$ cat config.mk
export PLATFORM = sky130hd
export DESIGN_NAME = spi_port
export DESIGN_NICKNAME = d
export VERILOG_FILES = /design/src/rtl/spi_port_pkg.sv /design/src/rtl/spi_port_regs.sv /design/src/rtl/spi_port_baud.sv /design/src/rtl/spi_port_engine.sv /design/src/rtl/spi_port.sv
export SDC_FILE = /design/constraint.sdc
export NUM_CORES = 1
export LEC_CHECK = 0
export CAP_MARGIN = 20
export CELL_PAD_IN_SITES_DETAIL_PLACEMENT = 2
export CELL_PAD_IN_SITES_GLOBAL_PLACEMENT = 2
export CORE_ASPECT_RATIO = 2
export CORE_UTILIZATION = 36
export DETAILED_ROUTE_END_ITERATION = 12
export PLACE_DENSITY_LB_ADDON = 0.1
export SLEW_MARGIN = 20
export SYNTH_ARGS = -nofsm -noshare
export SYNTH_HDL_FRONTEND = slang
export SYNTH_SLANG_ARGS = --single-unit
export TNS_END_PERCENT = 1
$ cat constraint.sdc
create_clock -name clk -period 4.2 [get_ports clk]
set_input_delay 1.05 -clock clk [delete_from_list [all_inputs] [get_ports clk]]
set_output_delay 1.05 -clock clk [all_outputs]
set_load 0.02 [all_outputs]
$ cat src/rtl/spi_port_pkg.sv
package spi_port_pkg;

    localparam logic [2:0] ADR_CTRL   = 3'd0;
    localparam logic [2:0] ADR_WIDTH  = 3'd1;
    localparam logic [2:0] ADR_DIV    = 3'd2;
    localparam logic [2:0] ADR_STAT   = 3'd3;
    localparam logic [2:0] ADR_DLO    = 3'd4;
    localparam logic [2:0] ADR_DHI    = 3'd5;

    typedef enum logic [2:0] {
        ST_IDLE,
        ST_SETUP,
        ST_SHIFT,
        ST_HOLD,
        ST_SLAVE
    } eng_state_t;

    typedef struct packed {
        logic en;
        logic master;
        logic cpol;
        logic cpha;
    } port_cfg_t;

endpackage

$ cat src/rtl/spi_port_regs.sv
module spi_port_regs
    import spi_port_pkg::*;
#(
    parameter int NARROW = 8,
    parameter int PW     = 3,
    parameter int RW     = 4
) (
    input  logic                clk,
    input  logic                rst_n,
    input  logic                wr,
    input  logic                rd,
    input  logic [2:0]          addr,
    input  logic [NARROW-1:0]   wdata,
    output logic [NARROW-1:0]   rdata,
    input  logic                done,
    input  logic [2*NARROW-1:0] rx_word,
    output port_cfg_t           cfg,
    output logic                wide,
    output logic [PW-1:0]       presc,
    output logic [RW-1:0]       rate,
    output logic                launch,
    output logic [2*NARROW-1:0] tx_word,
    output logic                tx_empty,
    output logic                rx_full,
    output logic                ovr
);

    logic [NARROW-1:0] tx_lo, tx_hi, rx_lo, rx_hi;
    logic              data_ok;
    logic              lo_wr;

    assign data_ok = wr && cfg.en && tx_empty;
    assign lo_wr   = data_ok && (addr == ADR_DLO);
    assign launch  = data_ok && ((addr == ADR_DLO && !wide) || (addr == ADR_DHI && wide));

    // word handed to the engine: the byte being written is forwarded on launch
    always_comb begin
        if (launch && wide)      tx_word = {wdata, tx_lo};
        else if (launch)         tx_word = {{NARROW{1'b0}}, wdata};
        else if (wide)           tx_word = {tx_hi, tx_lo};
        else                     tx_word = {{NARROW{1'b0}}, tx_lo};
    end

    always_ff @(posedge clk or negedge rst_n) begin
        if (!rst_n) begin
            cfg      <= '0;
            wide     <= 1'b0;
            presc    <= '0;
            rate     <= '0;
            tx_lo    <= '0;
            tx_hi    <= '0;
            rx_lo    <= '0;
            rx_hi    <= '0;
            tx_empty <= 1'b1;
            rx_full  <= 1'b0;
            ovr      <= 1'b0;
        end else begin
            if (wr && addr == ADR_CTRL) begin
                cfg.en     <= wdata[6];
                cfg.master <= wdata[4];
                cfg.cpol   <= wdata[3];
                cfg.cpha   <= wdata[2];
            end
            if (wr && addr == ADR_WIDTH) wide <= wdata[0];
            if (wr && addr == ADR_DIV) begin
                presc <= wdata[RW +: PW];
                rate  <= wdata[RW-1:0];
            end
            if (lo_wr)              tx_lo <= wdata;
            if (launch && wide)     tx_hi <= wdata;
            if (done)               tx_empty <= 1'b1;
            if (launch)             tx_empty <= 1'b0;
            if (rd && addr == ADR_DLO)  rx_full <= 1'b0;
            if (rd && addr == ADR_STAT) ovr     <= 1'b0;
            if (done) begin
                if (rx_full) begin
                    ovr <= 1'b1;
                end else begin
                    rx_lo   <= rx_word[NARROW-1:0];
                    rx_hi   <= rx_word[2*NARROW-1:NARROW];
                    rx_full <= 1'b1;
                end
            end
        end
    end

    always_comb begin
        case (addr)
            ADR_CTRL:  rdata = {1'b0, cfg.en, 1'b0, cfg.master, cfg.cpol, cfg.cpha, 2'b00};
            ADR_WIDTH: rdata = {{(NARROW-1){1'b0}}, wide};
            ADR_DIV:   rdata = {{(NARROW-PW-RW){1'b0}}, presc, rate};
            ADR_STAT:  rdata = {tx_empty, 1'b0, rx_full, 4'b0000, ovr};
            ADR_DLO:   rdata = rx_lo;
            ADR_DHI:   rdata = rx_hi;
            default:   rdata = '0;
        endcase
    end

endmodule

$ cat src/rtl/spi_port_baud.sv
module spi_port_baud #(
    parameter int PW       = 3,
    parameter int RW       = 4,
    parameter int RATE_MAX = 8
) (
    input  logic          clk,
    input  logic          rst_n,
    input  logic          run,
    input  logic [PW-1:0] presc,
    input  logic [RW-1:0] rate,
    output logic          tick
);

    localparam int CW = PW + 1 + RATE_MAX;

    logic [RW-1:0] rate_eff;
    logic [CW-1:0] half;
    logic [CW-1:0] cnt;

    assign rate_eff = (rate > RW'(RATE_MAX)) ? RW'(RATE_MAX) : rate;
    assign half     = (CW'(presc) + CW'(1)) << rate_eff;
    assign tick     = run && (cnt == half - CW'(1));

    always_ff @(posedge clk or negedge rst_n) begin
        if (!rst_n)      cnt <= '0;
        else if (!run)   cnt <= '0;
        else if (tick)   cnt <= '0;
        else             cnt <= cnt + CW'(1);
    end

endmodule

$ cat src/rtl/spi_port_engine.sv
module spi_port_engine
    import spi_port_pkg::*;
#(
    parameter int NARROW = 8,
    parameter int WMAX   = 16
) (
    input  logic            clk,
    input  logic            rst_n,
    input  port_cfg_t       cfg,
    input  logic            wide,
    input  logic            start,
    input  logic            tx_valid,
    input  logic [WMAX-1:0] tx_word,
    input  logic            tick,
    input  logic            sclk_i,
    input  logic            ss_n_i,
    input  logic            mosi_i,
    input  logic            miso_i,
    output logic            run,
    output logic            done,
    output logic [WMAX-1:0] rx_word,
    output logic            sclk_o,
    output logic            ss_n_o,
    output logic            mosi_o,
    output logic            miso_o
);

    localparam int EW = $clog2(2*WMAX);
    localparam int BW = $clog2(WMAX);

    eng_state_t      state, nxt;
    logic [WMAX-1:0] tx_sh, rx_sh;
    logic [EW-1:0]   edge_cnt, edge_last;
    logic [BW-1:0]   bit_cnt, bit_last;
    logic            ph, first, wide_q;
    logic [2:0]      sck_p, ssn_p, mosi_p;
    logic            sck_q, ssn_q;
    logic            m_ev, s_ev, ev, lead, samp, din, last_m, last_s, ssn_fall;

    // two-stage synchronizers for the slave-side pins
    always_ff @(posedge clk or negedge rst_n) begin
        if (!rst_n) begin
            sck_p  <= '0;
            ssn_p  <= '1;
            mosi_p <= '0;
            sck_q  <= 1'b0;
            ssn_q  <= 1'b1;
        end else begin
            sck_p  <= {sck_p[1:0], sclk_i};
            ssn_p  <= {ssn_p[1:0], ss_n_i};
            mosi_p <= {mosi_p[1:0], mosi_i};
            sck_q  <= sck_p[1];
            ssn_q  <= ssn_p[1];
        end
    end

    assign edge_last = wide_q ? EW'(2*WMAX-1) : EW'(2*NARROW-1);
    assign bit_last  = wide_q ? BW'(WMAX-1)   : BW'(NARROW-1);
    assign m_ev      = (state == ST_SHIFT) && tick;
    assign s_ev      = (state == ST_SLAVE) && (sck_p[1] != sck_q);
    assign ev        = m_ev || s_ev;
    assign lead      = (state == ST_SLAVE) ? (sck_p[1] != cfg.cpol) : !ph;
    assign samp      = lead ^ cfg.cpha;
    assign din       = (state == ST_SLAVE) ? mosi_p[1] : miso_i;
    assign last_m    = m_ev && (edge_cnt == edge_last);
    assign last_s    = s_ev && samp && (bit_cnt == bit_last);
    assign ssn_fall  = ssn_q && !ssn_p[1];

    always_comb begin
        nxt = state;
        unique case (state)
            ST_IDLE: begin
                if (cfg.en && cfg.master && start)       nxt = ST_SETUP;
                else if (cfg.en && !cfg.master && ssn_fall) nxt = ST_SLAVE;
            end
            ST_SETUP: if (tick)   nxt = ST_SHIFT;
            ST_SHIFT: if (last_m) nxt = ST_HOLD;
            ST_HOLD:  if (tick)   nxt = ST_IDLE;
            ST_SLAVE: if (ssn_p[1] || last_s) nxt = ST_IDLE;
            default:  nxt = ST_IDLE;
        endcase
        if (!cfg.en) nxt = ST_IDLE;
    end

    // state register
    always_ff @(posedge clk or negedge rst_n) begin
        if (!rst_n) state <= ST_IDLE;
        else        state <= nxt;
    end

    // datapath and registered outputs
    always_ff @(posedge clk or negedge rst_n) begin
        if (!rst_n) begin
            tx_sh    <= '0;
            rx_sh    <= '0;
            edge_cnt <= '0;
            bit_cnt  <= '0;
            ph       <= 1'b0;
            first    <= 1'b0;
            wide_q   <= 1'b0;
            done     <= 1'b0;
        end else begin
            done <= (state == ST_HOLD && tick) || last_s;
            if (state == ST_IDLE && nxt != ST_IDLE) begin
                if (cfg.master || tx_valid)
                    tx_sh <= wide ? tx_word
                                  : {tx_word[NARROW-1:0], {(WMAX-NARROW){1'b0}}};
                else
                    tx_sh <= '0;
                rx_sh    <= '0;
                edge_cnt <= '0;
                bit_cnt  <= '0;
                first    <= 1'b1;
                wide_q   <= wide;
            end else if (ev) begin
                first <= 1'b0;
                if (samp) begin
                    rx_sh   <= {rx_sh[WMAX-2:0], din};
                    bit_cnt <= bit_cnt + BW'(1);
                end else if (!(cfg.cpha && first)) begin
                    tx_sh <= {tx_sh[WMAX-2:0], 1'b0};
                end
                if (m_ev) begin
                    ph       <= !ph;
                    edge_cnt <= edge_cnt + EW'(1);
                end
            end
            if (nxt == ST_IDLE) ph <= 1'b0;
        end
    end

    assign run     = (state == ST_SETUP) || (state == ST_SHIFT) || (state == ST_HOLD);
    assign ss_n_o  = !run;
    assign sclk_o  = cfg.cpol ^ ph;
    assign mosi_o  = run ? tx_sh[WMAX-1] : 1'b0;
    assign miso_o  = (state == ST_SLAVE) ? tx_sh[WMAX-1] : 1'b0;
    assign rx_word = rx_sh;

endmodule

$ cat src/rtl/spi_port.sv
module spi_port
    import spi_port_pkg::*;
#(
    parameter int NARROW   = 8,
    parameter int PW       = 3,
    parameter int RW       = 4,
    parameter int RATE_MAX = 8
) (
    input  logic              clk,
    input  logic              rst_n,
    input  logic              reg_wr,
    input  logic              reg_rd,
    input  logic [2:0]        reg_addr,
    input  logic [NARROW-1:0] reg_wdata,
    output logic [NARROW-1:0] reg_rdata,
    output logic              sclk_o,
    output logic              mosi_o,
    input  logic              miso_i,
    output logic              ss_n_o,
    input  logic              sclk_i,
    input  logic              ss_n_i,
    input  logic              mosi_i,
    output logic              miso_o
);

    localparam int WMAX = 2 * NARROW;

    port_cfg_t       cfg;
    logic            wide, launch, tx_empty, rx_full, ovr, done, run, tick;
    logic [PW-1:0]   presc;
    logic [RW-1:0]   rate;
    logic [WMAX-1:0] tx_word, rx_word;

    spi_port_regs #(.NARROW(NARROW), .PW(PW), .RW(RW)) u_regs (
        .clk(clk), .rst_n(rst_n), .wr(reg_wr), .rd(reg_rd), .addr(reg_addr),
        .wdata(reg_wdata), .rdata(reg_rdata), .done(done), .rx_word(rx_word),
        .cfg(cfg), .wide(wide), .presc(presc), .rate(rate), .launch(launch),
        .tx_word(tx_word), .tx_empty(tx_empty), .rx_full(rx_full), .ovr(ovr)
    );

    spi_port_baud #(.PW(PW), .RW(RW), .RATE_MAX(RATE_MAX)) u_baud (
        .clk(clk), .rst_n(rst_n), .run(run), .presc(presc), .rate(rate), .tick(tick)
    );

    spi_port_engine #(.NARROW(NARROW), .WMAX(WMAX)) u_eng (
        .clk(clk), .rst_n(rst_n), .cfg(cfg), .wide(wide), .start(launch),
        .tx_valid(!tx_empty), .tx_word(tx_word), .tick(tick),
        .sclk_i(sclk_i), .ss_n_i(ss_n_i), .mosi_i(mosi_i), .miso_i(miso_i),
        .run(run), .done(done), .rx_word(rx_word), .sclk_o(sclk_o),
        .ss_n_o(ss_n_o), .mosi_o(mosi_o), .miso_o(miso_o)
    );

endmodule

# Word level (Yosys, flattened, before mapping)
# Cells that the tools add are included.
# word_totals
regBits	115
output_inout_bits	12
# op_classes
n_bitwise	3
shifts	1
addsub	5
order_cmp	1
mux	50
n_reduce_logical	54
eq_ne	17
# op_table
op	count
2-to-1 mux 16 bit	12
case mux 8 bit (6 select lines)	1
logical AND 1 bit	26
2-to-1 mux 12 bit	2
2-to-1 mux 3 bit	7
2-to-1 mux 4 bit	5
2-to-1 mux 5 bit	4
2-to-1 mux 1 bit	18
case mux 3 bit (5 select lines)	1
adder 12 x 1 -> 12 bit (second input constant)	1
equality test 12 bit	1
equality test 3 x 2 -> 1 bit (second input constant)	4
nonzero test 2 bit	6
left shift 12 x 4 -> 12 bit	1
subtractor 12 x 1 -> 12 bit (second input constant)	1
equality test 3 bit (second input constant)	3
zero test 3 bit	3
logical OR 1 bit	7
equality test 3 x 1 -> 1 bit (second input constant)	2
zero test 1 bit	6
AND reduction 2 bit	3
AND reduction 3 bit	2
adder 5 x 1 -> 5 bit (second input constant)	1
equality test 5 bit	1
10 further kinds	13

# Longest topological paths before layout
# Gate-level depths: netlist (run 1).
# depth
depth_word	15
mapped_depth	15
depth_no_buf	13

# Cells and area by module
# Synthesis (run 1) repeated with hierarchy kept, for this count alone.
# unflattened
hier_cells	688
hier_area_um2	6981.7
# by_module_without_submodules
mod	cells_per_inst	n_inst	area_each_um2	seq_area_each_um2
spi_port_engine	315	1	2976.6	1405.1
spi_port_regs	176	1	2337.2	1177.4
spi_port_baud	196	1	1664.1	300.3
spi_port	1	1	3.8	0.0

# Worst setup path after synthesis (run 1)
# OpenSTA, ideal clock, no wires.
# synth_timing
path_kind	register -> register
startpoint	register u_regs.presc[1]
endpoint	register u_eng.tx_sh[10]
required_ns	4.062
path_buffers	1
stages_incl_launch_ff	14
path_slack_ns	0.209
arrival_time_ns	3.854
synth_period_minus_slack_ns	3.991
setup_ns	0.138
path_cell_list	dfrtp_1 > ha_1 > nor3b_1 > a211oi_1 > o311ai_1 > or3b_2 > nor4_1 > mux2i_1 > nor3_2 > or4_1 > a31oi_4 > buf_6 > nand3b_1 > o221ai_1
# synth_via
elab_chain_len	14
# synth_rtl
item	line_no	text
start, declared	spi_port_regs.sv:19	output logic [PW-1:0] presc,
start signal, assigned	spi_port_regs.sv:66	presc <= wdata[RW +: PW];
adder 3 x 1 -> 4 bit *	spi_port_baud.sv:21	assign half = (CW'(presc) + CW'(1)) << rate_eff;
left shift 12 x 4 -> 12 bit *	spi_port_baud.sv:21	
subtractor 12 x 1 -> 12 bit *	spi_port_baud.sv:22	assign tick = run && (cnt == half - CW'(1));
equality test 12 bit *	spi_port_baud.sv:22	
logical AND 1 bit *	spi_port_baud.sv:22	
logical AND 1 bit	spi_port_engine.sv:59	assign m_ev = (state == ST_SHIFT) && tick;
logical AND 1 bit	spi_port_engine.sv:65	assign last_m = m_ev && (edge_cnt == edge_last);
2-to-1 mux 3 bit	spi_port_engine.sv:77	ST_SHIFT: if (last_m) nxt = ST_HOLD;
case mux 3 bit (5 select lines)	spi_port_engine.sv:71	unique case (state)
2-to-1 mux 3 bit	spi_port_engine.sv:82	if (!cfg.en) nxt = ST_IDLE;
nonzero test 3 bit	spi_port_engine.sv:104	if (state == ST_IDLE && nxt != ST_IDLE) begin
logical AND 1 bit	spi_port_engine.sv:104	
!= test 2 bit (no source line), or another cell as far along	--	
AND reduction 3 bit (no source line)	--	
end signal, assigned	spi_port_engine.sv:106	tx_sh <= wide ? tx_word
end signal, assigned	spi_port_engine.sv:121	tx_sh <= {tx_sh[WMAX-2:0], 1'b0};
end, declared	spi_port_engine.sv:32	logic [WMAX-1:0] tx_sh, rx_sh;
# Every way passes the cells marked *; elsewhere a longest branch is shown, timed or not.
# A chain may end at the register's enable or synchronous reset.

# Worst setup path after layout (run 1)
# layout_timing
startpoint	register u_regs.presc[1]
endpoint	register u_eng.tx_sh[15]
# The elaborated chain is that of the path after synthesis.

==> results.cfg, run 1 <==
[worst_setup_path]
crit_top_cell = buf_4
critPathKind = flip-flop to flip-flop
crit_path_max_incr_delay_ns = 0.47
crit_cells = 15
critPathTopFamily = compound AO/OA/AOI/OAI gates
rr_worst_depth = 15
rrSetupSlack_ns = 0.11
worstPathRequired_ns = 4.48
path_max_fanout = 6
critPathLaunch = u_regs.presc[1]$_DFFE_PN0P_
start_kind = flip-flop
crit_end = u_eng.tx_sh[15]$_DFFE_PN0P_
critPathCaptureType = flip-flop
path_cells = ha_4 > xnor2_2 > buf_4 > nor3_2 > o31a_1 > xnor3_1 > a2111oi_4 > buf_4 > o2111ai_2 > a2111o_1 > or4_4 > a31oi_4 > buf_6 > nand3b_1 > o221ai_1
r2r_end = u_eng.tx_sh[15]$_DFFE_PN0P_
arrival_ns = 4.37
cp_num_buf_inv = 3
r2r_start = u_regs.presc[1]$_DFFE_PN0P_
cpMaxStageDelayCell = a2111o_1

[finish]
instances_no_fill = 851
layout-drive-gt1-share_pct = 27.5
area_growth_pct = 27.2
post-route-util_pct = 46.9
n_antenna_cell = 0
stdcell_area_um2 = 7670
nets = 658

[power]
finalPower_mw = 3.75
power.leakage_nw = 3.50
ir_drop_uv = 353
cellPowerDensity_nw_per_um2 = 488

[timing]
setup_tns_ns = 0
max-slew-margin-rel_pct = 37.6
whs_ns = 0.351
max_freq_ghz = 0.245
worstMarginPinSlew_ns = 0.923
timing.final.crit_share_pct = 97.3
rsz0062_at_grt = true
final-hold-violation-count = 0
clock_skew_ns = 0.00710
finalMaxSlewViolations = 0
fin_crit_ns = 4.09
setup_ws_ns = 0.114
setup_viol = 0

[hold_path]
min_from = u_eng.sck_p[0]$_DFF_PN0_
hold_path_class = flip-flop to flip-flop

[synthesis]
ys.flop_type = dfrtp_1
ys_warn_count = 0
ys_seq_elements = 115
yosysSeqAreaShare_pct = 47.8
ys_types = 65
netlist_instances = 561
syn_nets = 585
synth_edf_count = 0
netlist_area_um2 = 6030
synthArstFlopShare_pct = 100
postSynthAreaPerCell_um2 = 10.8

[floorplan]
die_height_um = 185
initial_utilization_pct = 36.9
placementRows = 66
design.core.area_um2 = 16400
die_w_um = 93.5
die_area_um2 = 17300
io_pins = 31

[clocking]
root_buffer = clkbuf_16
clk_path_buf_depth = 2
htreeDepth = 4
cts.sinks = 115
clkLatencyLatePin_ns = 0.42
cts_tree = yes
clkTransAtPathRegs_ns = 0.06
cts_made_buffers = 17
hold_buffers = 0

[route]
drt_wl_total_mm = 18.6
ant_nets = 0
drc = 0
drtIter0Drc = 149
route.vias.total = 4607
wl_per_cell_um = 21.8
via_per_inst = 5.41
drt_first_pass_iters = 4

[global_routing]
grt_overflow_total = 0
grt_usage_pct = 23.1
grt_max_degree = 60
grt_antenna_before_repair = 0
grt_pass1_vias = 5279
grt_pass1_wl_mm = 29.1

[place]
gp_congestion = 0.822
dpl.hpwl_mm = 13.7
io_buffers = 30
dp.cells = 816
post_dp_cell_area_um2 = 6860
pre_cts_ws_ns = -0.154

[flow_run]
maxCapViolCount = 0

[run_status]
outcome = completed
power breakdown:
group	switching (mW)	internal [mW]
logic	0.511	0.417
registers	0.0921	1.19
clock network	0.523	1.01
per-layer routing:
metal | vias to the layer above | global-route usage, % | part of all wire, % | wire (um)
li1 | 2160 | - | - | -
met1 | 2369 | 21.4 | 34 | 6350
met2 | 47 | 45.0 | 61 | 11300
met3 | 31 | 4.19 | 1.6 | 303
met4 | 0 | 14.0 | 3.4 | 640
met5 | - | 0 | 0 | 0
kinds of logic (layout without fill, tap and decap cells):
logic type	after synthesis	after routing	share of synthesized area [%]
AND/OR/NAND/NOR	185	185	16.2
flip-flops	115	115	47.8
multiplexers	95	95	16.8
AO/OA/AOI/OAI	90	90	10.3
buffers and inverters	37	123	2.70
XOR/XNOR	34	34	5.16
adder cells (fa/ha/maj)	5	5	1.04
what timing repair did:
| item | 4_1_cts | 5_1_grt |
|---|---|---|
| buffers inserted | 0 | 2 |
| gates cloned | 0 | 1 |
| gates resized for setup | 10 | 28 |
| pin swaps | 2 | 10 |
| endpoints found under the setup margin | 43 | 44 |
registers in the layout (all words and copies together), names as in the netlist, 5 cells and up:
signal,cells
u_regs.rx_lo,8
u_regs.rx_hi,8
u_regs.tx_hi,8
u_regs.tx_lo,8
u_eng.edge_cnt,5
u_eng.tx_sh,16
u_baud.cnt,12
u_eng.rx_word,16
synth_stat cells (8+ instances only):
cell type,n,share of area [%]
buf_2,10,0.83
dfrtp_1,111,46
mux2i_1,44,7.3
or3_1,10,1.0
o21ai_0,25,2.1
o211ai_1,9,1.1
xnor2_1,19,2.8
inv_1,10,0.62
clkbuf_1,13,0.81
xor2_1,14,2.0
nor3_1,8,0.66
mux2_2,51,9.5
nor2_1,54,3.4
nand2b_1,10,1.0
nand3_1,24,2.0
nor2b_1,8,0.83
nand2_1,27,1.7
a21oi_1,14,1.2
how the worst min path moves through the flow:
stage | end | cells after the start
after floorplan | u_eng.mosi_p[1]$_DFF_PN0_ | 0
after global placement | u_eng.sck_p[1]$_DFF_PN0_ | 0
after detailed placement | u_eng.mosi_p[1]$_DFF_PN0_ | 0
after CTS | u_eng.sck_p[1]$_DFF_PN0_ | 0
after global routing | u_eng.mosi_p[1]$_DFF_PN0_ | 0
final | u_eng.sck_p[1]$_DFF_PN0_ | 0
area by class of cell:
class                      count  area (um2)
fill                        1711        8680
multi-input combinational    409        3140
clock inverter                 8         123
timing repair buffer          80         729
sequential                   115        2880
inverter                      11        41.3
clock buffer                  24         502
tap                          204         255
cells in the final DEF (no fill, tap or decap), types with 14 or more instances in the layout:
master and instances:
xor2_1 14, dfrtp_1 110, mux2i_1 42, nor2_1 53, nand2_1 26, clkdlybuf4s50_1 29
o21ai_0 25, clkbuf_16 17, xnor2_1 18, mux2_2 51, buf_4 44, nand3_1 24
Power figures use the tool's default switching activity.
==> run 2: changes to the inputs <==
--- a/config.mk
+++ b/config.mk
@@ -10,6 +10,7 @@
 export CELL_PAD_IN_SITES_GLOBAL_PLACEMENT = 2
 export CORE_ASPECT_RATIO = 2
 export CORE_UTILIZATION = 36
+export CTS_CLUSTER_DIAMETER = 40
 export DETAILED_ROUTE_END_ITERATION = 12
 export PLACE_DENSITY_LB_ADDON = 0.1
 export SLEW_MARGIN = 20
==> results of run 2 <==
The final DEF is identical to that of run 1; final timing and power are the same.
